$ cat src/rtl/dp_pkg.sv
package dp_pkg;
  typedef enum logic [1:0] {
    ST_IDLE,
    ST_WAIT,
    ST_REQ,
    ST_DATA
  } fetch_state_t;
endpackage

$ cat src/rtl/desc_fifo.sv
module desc_fifo #(
  parameter int DW    = 32,
  parameter int DEPTH = 16,
  localparam int AW   = $clog2(DEPTH),
  localparam int CW   = $clog2(DEPTH + 1)
) (
  input  logic          clk,
  input  logic          rst,
  input  logic          flush,
  input  logic          push,
  input  logic [DW-1:0] push_data,
  input  logic          pop,
  output logic          out_valid,
  output logic [DW-1:0] out_data,
  output logic [CW-1:0] count
);
  logic [DW-1:0] mem [DEPTH];
  logic [AW-1:0] wr_idx, rd_idx;
  logic do_push, do_pop;

  assign do_push = push && !flush && (count < CW'(DEPTH));
  assign do_pop  = pop && !flush && (count != '0);

  always_ff @(posedge clk) begin
    if (do_push) mem[wr_idx] <= push_data;
  end

  always_ff @(posedge clk) begin
    if (rst || flush) begin
      wr_idx <= '0;
      rd_idx <= '0;
      count  <= '0;
    end else begin
      if (do_push) wr_idx <= wr_idx + 1'b1;
      if (do_pop)  rd_idx <= rd_idx + 1'b1;
      case ({do_push, do_pop})
        2'b10:   count <= count + 1'b1;
        2'b01:   count <= count - 1'b1;
        default: count <= count;
      endcase
    end
  end

  assign out_valid = (count != '0);
  assign out_data  = mem[rd_idx];
endmodule

$ cat src/rtl/burst_sizer.sv
module burst_sizer #(
  parameter int RING_AW = 6,
  parameter int DEPTH   = 16,
  localparam int CW     = $clog2(DEPTH + 1),
  localparam int MW     = ((RING_AW > CW) ? RING_AW : CW) + 1
) (
  input  logic               burst_en,
  input  logic [RING_AW-1:0] wr_ptr,
  input  logic [RING_AW-1:0] rd_ptr,
  input  logic [CW-1:0]      count,
  output logic               avail_any,
  output logic [CW-1:0]      len
);
  logic [RING_AW-1:0] avail;
  logic [MW-1:0]      avail_x, free_x, pick;

  assign avail     = wr_ptr - rd_ptr;
  assign avail_any = (avail != '0);
  assign avail_x   = MW'(avail);
  assign free_x    = MW'(CW'(DEPTH) - count);
  assign pick      = (avail_x < free_x) ? avail_x : free_x;
  assign len       = burst_en ? CW'(pick) : CW'(1);
endmodule

$ cat src/rtl/refill_ctrl.sv
module refill_ctrl
  import dp_pkg::*;
#(
  parameter int RING_AW  = 6,
  parameter int DEPTH    = 16,
  parameter int LOW_MARK = 4,
  parameter int BACKOFF  = 16,
  localparam int CW      = $clog2(DEPTH + 1),
  localparam int BW      = $clog2(BACKOFF)
) (
  input  logic               clk,
  input  logic               rst,
  input  logic               burst_en,
  input  logic               flush,
  input  logic [CW-1:0]      count,
  input  logic               avail_any,
  input  logic [CW-1:0]      len,
  input  logic               req_ready,
  input  logic               rsp_valid,
  output logic               req_valid,
  output logic [RING_AW-1:0] req_start,
  output logic [CW-1:0]      req_len,
  output logic [RING_AW-1:0] rd_ptr,
  output logic               push,
  output logic               qread_pulse
);
  fetch_state_t  state;
  logic [BW-1:0] bo_cnt;
  logic [CW-1:0] beat_cnt;
  logic          trigger, last_beat;

  assign trigger   = !flush && (burst_en ? (count <= CW'(LOW_MARK))
                                         : (count < CW'(DEPTH)));
  assign last_beat = (beat_cnt == req_len - 1'b1);
  assign push      = (state == ST_DATA) && rsp_valid;

  always_ff @(posedge clk) begin
    if (rst) begin
      state       <= ST_IDLE;
      req_valid   <= 1'b0;
      req_start   <= '0;
      req_len     <= '0;
      rd_ptr      <= '0;
      qread_pulse <= 1'b0;
      bo_cnt      <= '0;
      beat_cnt    <= '0;
    end else begin
      qread_pulse <= 1'b0;
      case (state)
        ST_IDLE: begin
          if (trigger) begin
            if (avail_any) begin
              state     <= ST_REQ;
              req_valid <= 1'b1;
              req_start <= rd_ptr;
              req_len   <= len;
            end else begin
              state  <= ST_WAIT;
              bo_cnt <= BW'(BACKOFF - 1);
            end
          end
        end
        ST_WAIT: begin
          if (bo_cnt == '0) state <= ST_IDLE;
          else              bo_cnt <= bo_cnt - 1'b1;
        end
        ST_REQ: begin
          if (req_ready) begin
            req_valid <= 1'b0;
            beat_cnt  <= '0;
            state     <= ST_DATA;
          end
        end
        ST_DATA: begin
          if (rsp_valid) begin
            if (last_beat) begin
              rd_ptr      <= rd_ptr + RING_AW'(req_len);
              qread_pulse <= 1'b1;
              state       <= ST_IDLE;
            end else begin
              beat_cnt <= beat_cnt + 1'b1;
            end
          end
        end
        default: state <= ST_IDLE;
      endcase
    end
  end
endmodule

$ cat src/rtl/desc_prefetch.sv
module desc_prefetch #(
  parameter int DW       = 32,
  parameter int DEPTH    = 16,
  parameter int LOW_MARK = 4,
  parameter int RING_AW  = 6,
  parameter int BACKOFF  = 16,
  localparam int LEN_W   = $clog2(DEPTH + 1)
) (
  input  logic               clk,
  input  logic               rst,
  input  logic               burst_en,
  input  logic               flush,
  input  logic [RING_AW-1:0] host_wr_ptr,
  output logic [RING_AW-1:0] rd_ptr,
  output logic               req_valid,
  input  logic               req_ready,
  output logic [RING_AW-1:0] req_start,
  output logic [LEN_W-1:0]   req_len,
  input  logic               rsp_valid,
  input  logic [DW-1:0]      rsp_data,
  input  logic               pop,
  output logic               desc_valid,
  output logic [DW-1:0]      desc_data,
  output logic               qread_pulse
);
  logic [LEN_W-1:0] fifo_cnt;
  logic [LEN_W-1:0] next_len;
  logic             avail_any;
  logic             fifo_push;

  desc_fifo #(.DW(DW), .DEPTH(DEPTH)) fifo_i (
    .clk       (clk),
    .rst       (rst),
    .flush     (flush),
    .push      (fifo_push),
    .push_data (rsp_data),
    .pop       (pop),
    .out_valid (desc_valid),
    .out_data  (desc_data),
    .count     (fifo_cnt)
  );

  burst_sizer #(.RING_AW(RING_AW), .DEPTH(DEPTH)) sizer_i (
    .burst_en  (burst_en),
    .wr_ptr    (host_wr_ptr),
    .rd_ptr    (rd_ptr),
    .count     (fifo_cnt),
    .avail_any (avail_any),
    .len       (next_len)
  );

  refill_ctrl #(
    .RING_AW(RING_AW), .DEPTH(DEPTH), .LOW_MARK(LOW_MARK), .BACKOFF(BACKOFF)
  ) ctrl_i (
    .clk         (clk),
    .rst         (rst),
    .burst_en    (burst_en),
    .flush       (flush),
    .count       (fifo_cnt),
    .avail_any   (avail_any),
    .len         (next_len),
    .req_ready   (req_ready),
    .rsp_valid   (rsp_valid),
    .req_valid   (req_valid),
    .req_start   (req_start),
    .req_len     (req_len),
    .rd_ptr      (rd_ptr),
    .push        (fifo_push),
    .qread_pulse (qread_pulse)
  );
endmodule

$ cat config.mk
export PLATFORM = sky130hd
export DESIGN_NAME = desc_prefetch
export DESIGN_NICKNAME = d
export VERILOG_FILES = /design/src/rtl/dp_pkg.sv /design/src/rtl/desc_fifo.sv /design/src/rtl/burst_sizer.sv /design/src/rtl/refill_ctrl.sv /design/src/rtl/desc_prefetch.sv
export SDC_FILE = /design/constraint.sdc
export NUM_CORES = 1
export LEC_CHECK = 0
export BUFFER_PORTS_ARGS = -buffer_cell sky130_fd_sc_hd__buf_2
export CAP_MARGIN = 20
export CELL_PAD_IN_SITES_DETAIL_PLACEMENT = 1
export CELL_PAD_IN_SITES_GLOBAL_PLACEMENT = 1
export CORE_MARGIN = 8
export CORE_UTILIZATION = 45
export CTS_CLUSTER_DIAMETER = 100
export DETAILED_ROUTE_END_ITERATION = 8
export PLACE_DENSITY = 0.72
export SYNTH_ARGS = -nofsm -noshare
export SYNTH_HDL_FRONTEND = slang
export SYNTH_SLANG_ARGS = --single-unit
$ cat constraint.sdc
create_clock -name clk -period 4.72 [get_ports clk]
set_clock_uncertainty 0.05 [all_clocks]
set_input_delay 0.708 -clock clk [delete_from_list [all_inputs] [get_ports clk]]
set_output_delay 0.708 -clock clk [all_outputs]
set_load 0.05 [all_outputs]
# After elaboration in Yosys (flattened, before gate mapping)
# Memory sizes are Yosys's and may differ from the RTL's. A register that Yosys moved wholly into a read port is not among the register bits.
# Index checks and enable logic that the tools add are counted.
# classes
reduce_logical	23
n_mux	28
addsub	10
n_eq_ne	15
n_bitwise	2
order_cmp	3
# op_table
op	n
5-bit two-way mux	5
4-bit two-way mux	5
5-bit case mux with 2 select lines	2
2-bit two-way mux	6
2-bit inequality test (second input constant)	6
4-bit AND reduction	3
5-bit by 1-bit adder with 5-bit output (second input constant)	2
5-bit by 1-bit subtractor with 5-bit output (second input constant)	2
4-bit by 1-bit adder with 4-bit output (second input constant)	2
2-bit case mux with 4 select lines	1
4-bit case mux with 2 select lines	1
2-bit nonzero test	4
6-bit by 7-bit less-than comparator with 1-bit output	1
1-bit two-way mux	7
6-bit by 5-bit adder with 6-bit output	1
2-bit == test (second input constant)	3
1-bit logical AND	6
2-bit by 1-bit inequality test with 1-bit output (second input constant)	3
3-bit AND reduction	2
6-bit nonzero test	1
5-bit by 5-bit subtractor with 6-bit output (first input constant)	1
6-bit subtractor	1
5-bit == test	1
5-bit by 3-bit <= comparator with 1-bit output (second input constant)	1
other kinds (12)	14
# totals
out_inout_bits	52
input_bits	45
reg_bits	43
n_memories	1
ramBits	512
# memory_table
memory	words	word_bits	rd	rd_ports_with_merged_regs	write_ports	line	rtl
fifo_i.mem	16	32	1	1	1	desc_fifo.sv:17	logic [DW-1:0] mem [DEPTH];

# Depth between registers and ports, before layout
# logic_depth
word_depth	6
ltp_mapped	17

# Cells and area by module
# Synthesis repeated with hierarchy kept, for this count alone.
# unflattened
hier_cells	1102
hier_area_um2	22486.6
# by_module_without_submodules
module	area_per_inst_um2	seq_area_each_um2	cells_per_inst	n_inst
desc_fifo	20317.0	15715.1	842	1
refill_ctrl	1641.6	600.6	188	1
burst_sizer	528.0	0.0	72	1

# Worst setup path after synthesis
# Ideal clock, no wire load.
# synth_path
path_kind	register to register
start	register fifo_i.count[0]
end	memory fifo_i.mem[3][0] (enable)
synth_period_minus_slack_ns	4.527
stages_incl_launch_ff	8
path_buffers	0
setup_ns	0.461
required_time_ns	4.209
path_slack_ns	0.193
t_arrival_ns	4.016
path_cell_list	dfxtp_1 > inv_1 > ha_1 > or3b_2 > a211oi_2 > and2b_2 > nand2_1 > nor3_1
# synth_via
elab_chain_len	4
# synth_rtl
element	line	rtl
start: declaration	desc_fifo.sv:15	output logic [CW-1:0] count
start signal: assignment	desc_fifo.sv:37	2'b10: count <= count + 1'b1;
start signal: assignment	desc_fifo.sv:38	2'b01: count <= count - 1'b1;
start signal: assignment	desc_fifo.sv:39	default: count <= count;
5-bit less-than comparator	desc_fifo.sv:21	assign do_push = push && !flush && (count < CW'(DEPTH));
1-bit logical AND	desc_fifo.sv:21	
1-bit two-way mux	desc_fifo.sv:25	if (do_push) mem[wr_idx] <= push_data;
1-bit two-way mux (implied by the code)	desc_fifo.sv:25	
end: declaration	desc_fifo.sv:17	
# No other way between the ends.

==> qor.yml <==
timing_worst_slew_pin_value_ns: 0.7577
design.die.area_um2: 56660
mapped_nets: 1144
ys_seq_elements: 559
avgSynthCellArea_um2: 20.79
worst_voltage_drop_across_the_vdd_grid_v: 0.0002755
slowest_delay_ns: 0.67
timing.max_slew.rel_slack_pct: 49.48
final.period_utilization_pct: 81.49
yosys.cell_types.count: 61
buffer_ports.inserted: 96
final_max_slew_viol_count: 0
cts-hold-fix-buffers: 0
ys_async_sr_fraction_pct: 0
wire_per_inst_um: 25.34
htree_num_levels: 2
synth_flop_cell: "edfxtp_1"
layout_min_cycle_time_ns: 3.846
yosysWarningCount: 0
leakage_nw: 8.063
clock_insertion_delay_worst_skew_ns: 0.60
place_area_um2: 23720
post-synth-top-area-cell: "edfxtp_1"
cp.arrival_ns: 3.09
power.switching_mw: 1.977
cts.root.buffer_cell: "clkbuf_16"
clock_path_buffers: 3
routed_wl_um: 48430
rsz_0062_raised_after_global_routing: "no"
syn-instance-count: 1067
numCtsBuffers: 57
place.detailed.instances: 1811
power_frac_clock_pct: 44.0
switching_share_pct: 19.56
power.combinational.fraction_pct: 2.3
area_delta_synth_final_pct: 15.24
drt_pass1_iterations: 5
critical_path.max_fanout: 22
synthesis.area_um2: 22180
path_class: "reg2out"
multi_input_area_um2: 5650
die_y_um: 238.0
power-per-cell-area_nw_per_um2: 395.4
n_fill_cell: 4432
internal_power_mw: 8.131
outcome: "completed"
cts.reportedPaths.clkPinSlew_ns: 0.06
numClockSinks: 559
via_per_inst: 5.616
rows: 81
tritoncts: "built"
drive_above_1_share_pct: 32.00
crit_path_cell_trace: "buf_4 -> mux4_2 -> mux4_2 -> buf_2"
grt_pass1_vias: 11870
final_cell_area_um2: 25560
final.setup.tns_ns: 0
initial_antenna_violation_count: 1
core_area_um2: 48850
cts_setup_buffers: 0
vias: 10730
synth_edf_count: 512
place.gp.congestion: 0.7692
n_antenna_cell: 0
yosys-top-cells-area: "edfxtp_1, mux4_2, dfxtp_1"
ios: 97
report.final.hold_viol_count: 0
start_kind: "flip-flop"
end_kind: "output pin"
timing.critical_path.mode_cell: "mux4_2"
post-layout-total-power_mw: 10.11
globalRoute.totalOverflow: 0
fp.dieW_um: 238.0
grt_first_pass_wirelength_um: 74090
detailedPlacementHpwl_um: 29500
worstPathRequired_ns: 3.96
pin_count_of_the_biggest_net_entering_global_routing: 46
ff_latch_area_um2: 16330
seq_total_area_yosys_pct: 73.55
drc_errors: 0
antenna_violating_nets_post_route: 0
initial_core_utilization_pct: 45.41
layout.nets: 1283
worstHoldPathType: "in2reg"
drv_cap: 0
ctsResizeCount: 0
track_usage_pct: 17.33
netlist.area_leader.share_pct: 69.31
worst_path_max_delay_cell: "dfxtp_4"
detailedRoute.firstIterationViolations: 789
seq_power_share_pct: 53.6
non_filler_cells_in_the_finished_layout: 1911
setup_violations: 0
max_freq_mhz: 260.0
[state kept, by name (all words and copies together) (netlist names), 2 cells and up, named ones only]
register	count
ctrl_i.beat_cnt	5
ctrl_i.bo_cnt	4
ctrl_i.rd_ptr	6
ctrl_i.req_len	5
ctrl_i.req_start	6
ctrl_i.state	2
fifo_i.count	5
fifo_i.mem	512
fifo_i.rd_idx	4
fifo_i.wr_idx	4
[layer usage]
layer,wire length (um),track usage [%],up-vias
li1,-,-,4690
met1,20210,22.48,5742
met2,24840,29.63,243
met3,2353,3.207,55
met4,1012,5.285,2
met5,13,0,-
[per-stage QoR]
stage | worst slack, ns | hold slack (ns) | utilization (%)
after floorplan | 0.1926 | 0.4102 | -
after global placement | 1.072 | 0.4077 | 48.52
after detailed placement | 0.9462 | 0.4194 | 48.56
after CTS | 0.7740 | 0.3838 | 52.33
after global routing | 0.6870 | 0.4186 | 52.33
final | 0.8736 | 0.4229 | 52.33
[path summary, 6_finish.rpt]
kind                             from                   to  slack (ns)  depth (start not counted)
setup / recovery            flip-flop         desc_data[3]        0.87                          4
hold / removal            rsp_data[0]     fifo_i.mem[3][0]        0.42                          1
setup reg to reg      fifo_i.count[0]      fifo_i.count[4]        1.10                         17
hold reg to reg   ctrl_i.req_start[4]  ctrl_i.req_start[4]        0.43                          2
[cells in the mapped netlist (2+ instances only)]
master       n
a31oi_1      2
edfxtp_1   512
a221oi_1     4
nand4_1      4
nor2b_1      9
o2111ai_1    2
a211oi_1     2
and2_1       2
nand3_1     13
xor2_1      13
nor2_1      39
nor4_1       5
o21ai_0     14
nand2b_1     5
o21a_1       3
xnor2_1     12
dfxtp_1     47
inv_1       33
mux2i_1     10
mux4_2     160
clkbuf_1    28
a2111o_1     3
nor3_1      13
o32ai_1      5
nand2_1     19
buf_1        2
a21oi_1     22
fa_1         3
a21o_1       7
ha_1        29
buf_2       15
[critical path, delay by kind of cell (launching register included)]
family                 cells  cell delay (ns)
multiplexers               2             1.12
flip-flops                 1             0.67
buffers and inverters      2             0.67
[cell usage in the layout (no fill, tap or decap), drive strengths merged, types with 7 or more instances in the layout]
| cell type | count |
|---|---|
| edfxtp | 512 |
| a21o | 7 |
| mux4 | 160 |
| xor2 | 14 |
| nor2 | 39 |
| buf | 127 |
| nor3 | 14 |
| o21ai | 15 |
| nand3 | 13 |
| mux2i | 10 |
| nor2b | 9 |
| dfxtp | 47 |
| ha | 29 |
| xnor2 | 12 |
| a21oi | 23 |
| clkinv | 18 |
| clkbuf | 75 |
| inv | 33 |
| nand2 | 20 |
| bufinv | 7 |
[logic make-up after synthesis]
kind of cell,synth area share [%]
AOI/OAI and AO/OA,2.459
xor gates and xnor gates,1.060
adders and majority gates,1.906
buffers and inverters,1.478
DFF,73.55
muxes,16.75
and+or+nand+nor,2.803
[power by group through the flow]
stage	combinational, mW	sequential, mW	clock, mW
after floorplan	0.114	5.54	0
after global placement	0.225	5.53	0
after detailed placement	0.237	5.53	0
after CTS	0.237	5.42	4.56
after global routing	0.259	5.42	4.72
final	0.235	5.42	4.45
[cell type report]
type	count	share of cell area, %
Sequential cell	559	63.86
Multi-Input combinational cell	427	22.10
Clock buffer	75	6.005
Tap cell	664	3.250
Timing Repair Buffer	127	3.083
Clock inverter	25	1.199
Inverter	34	0.4992
(Power assumes the default switching activity.)
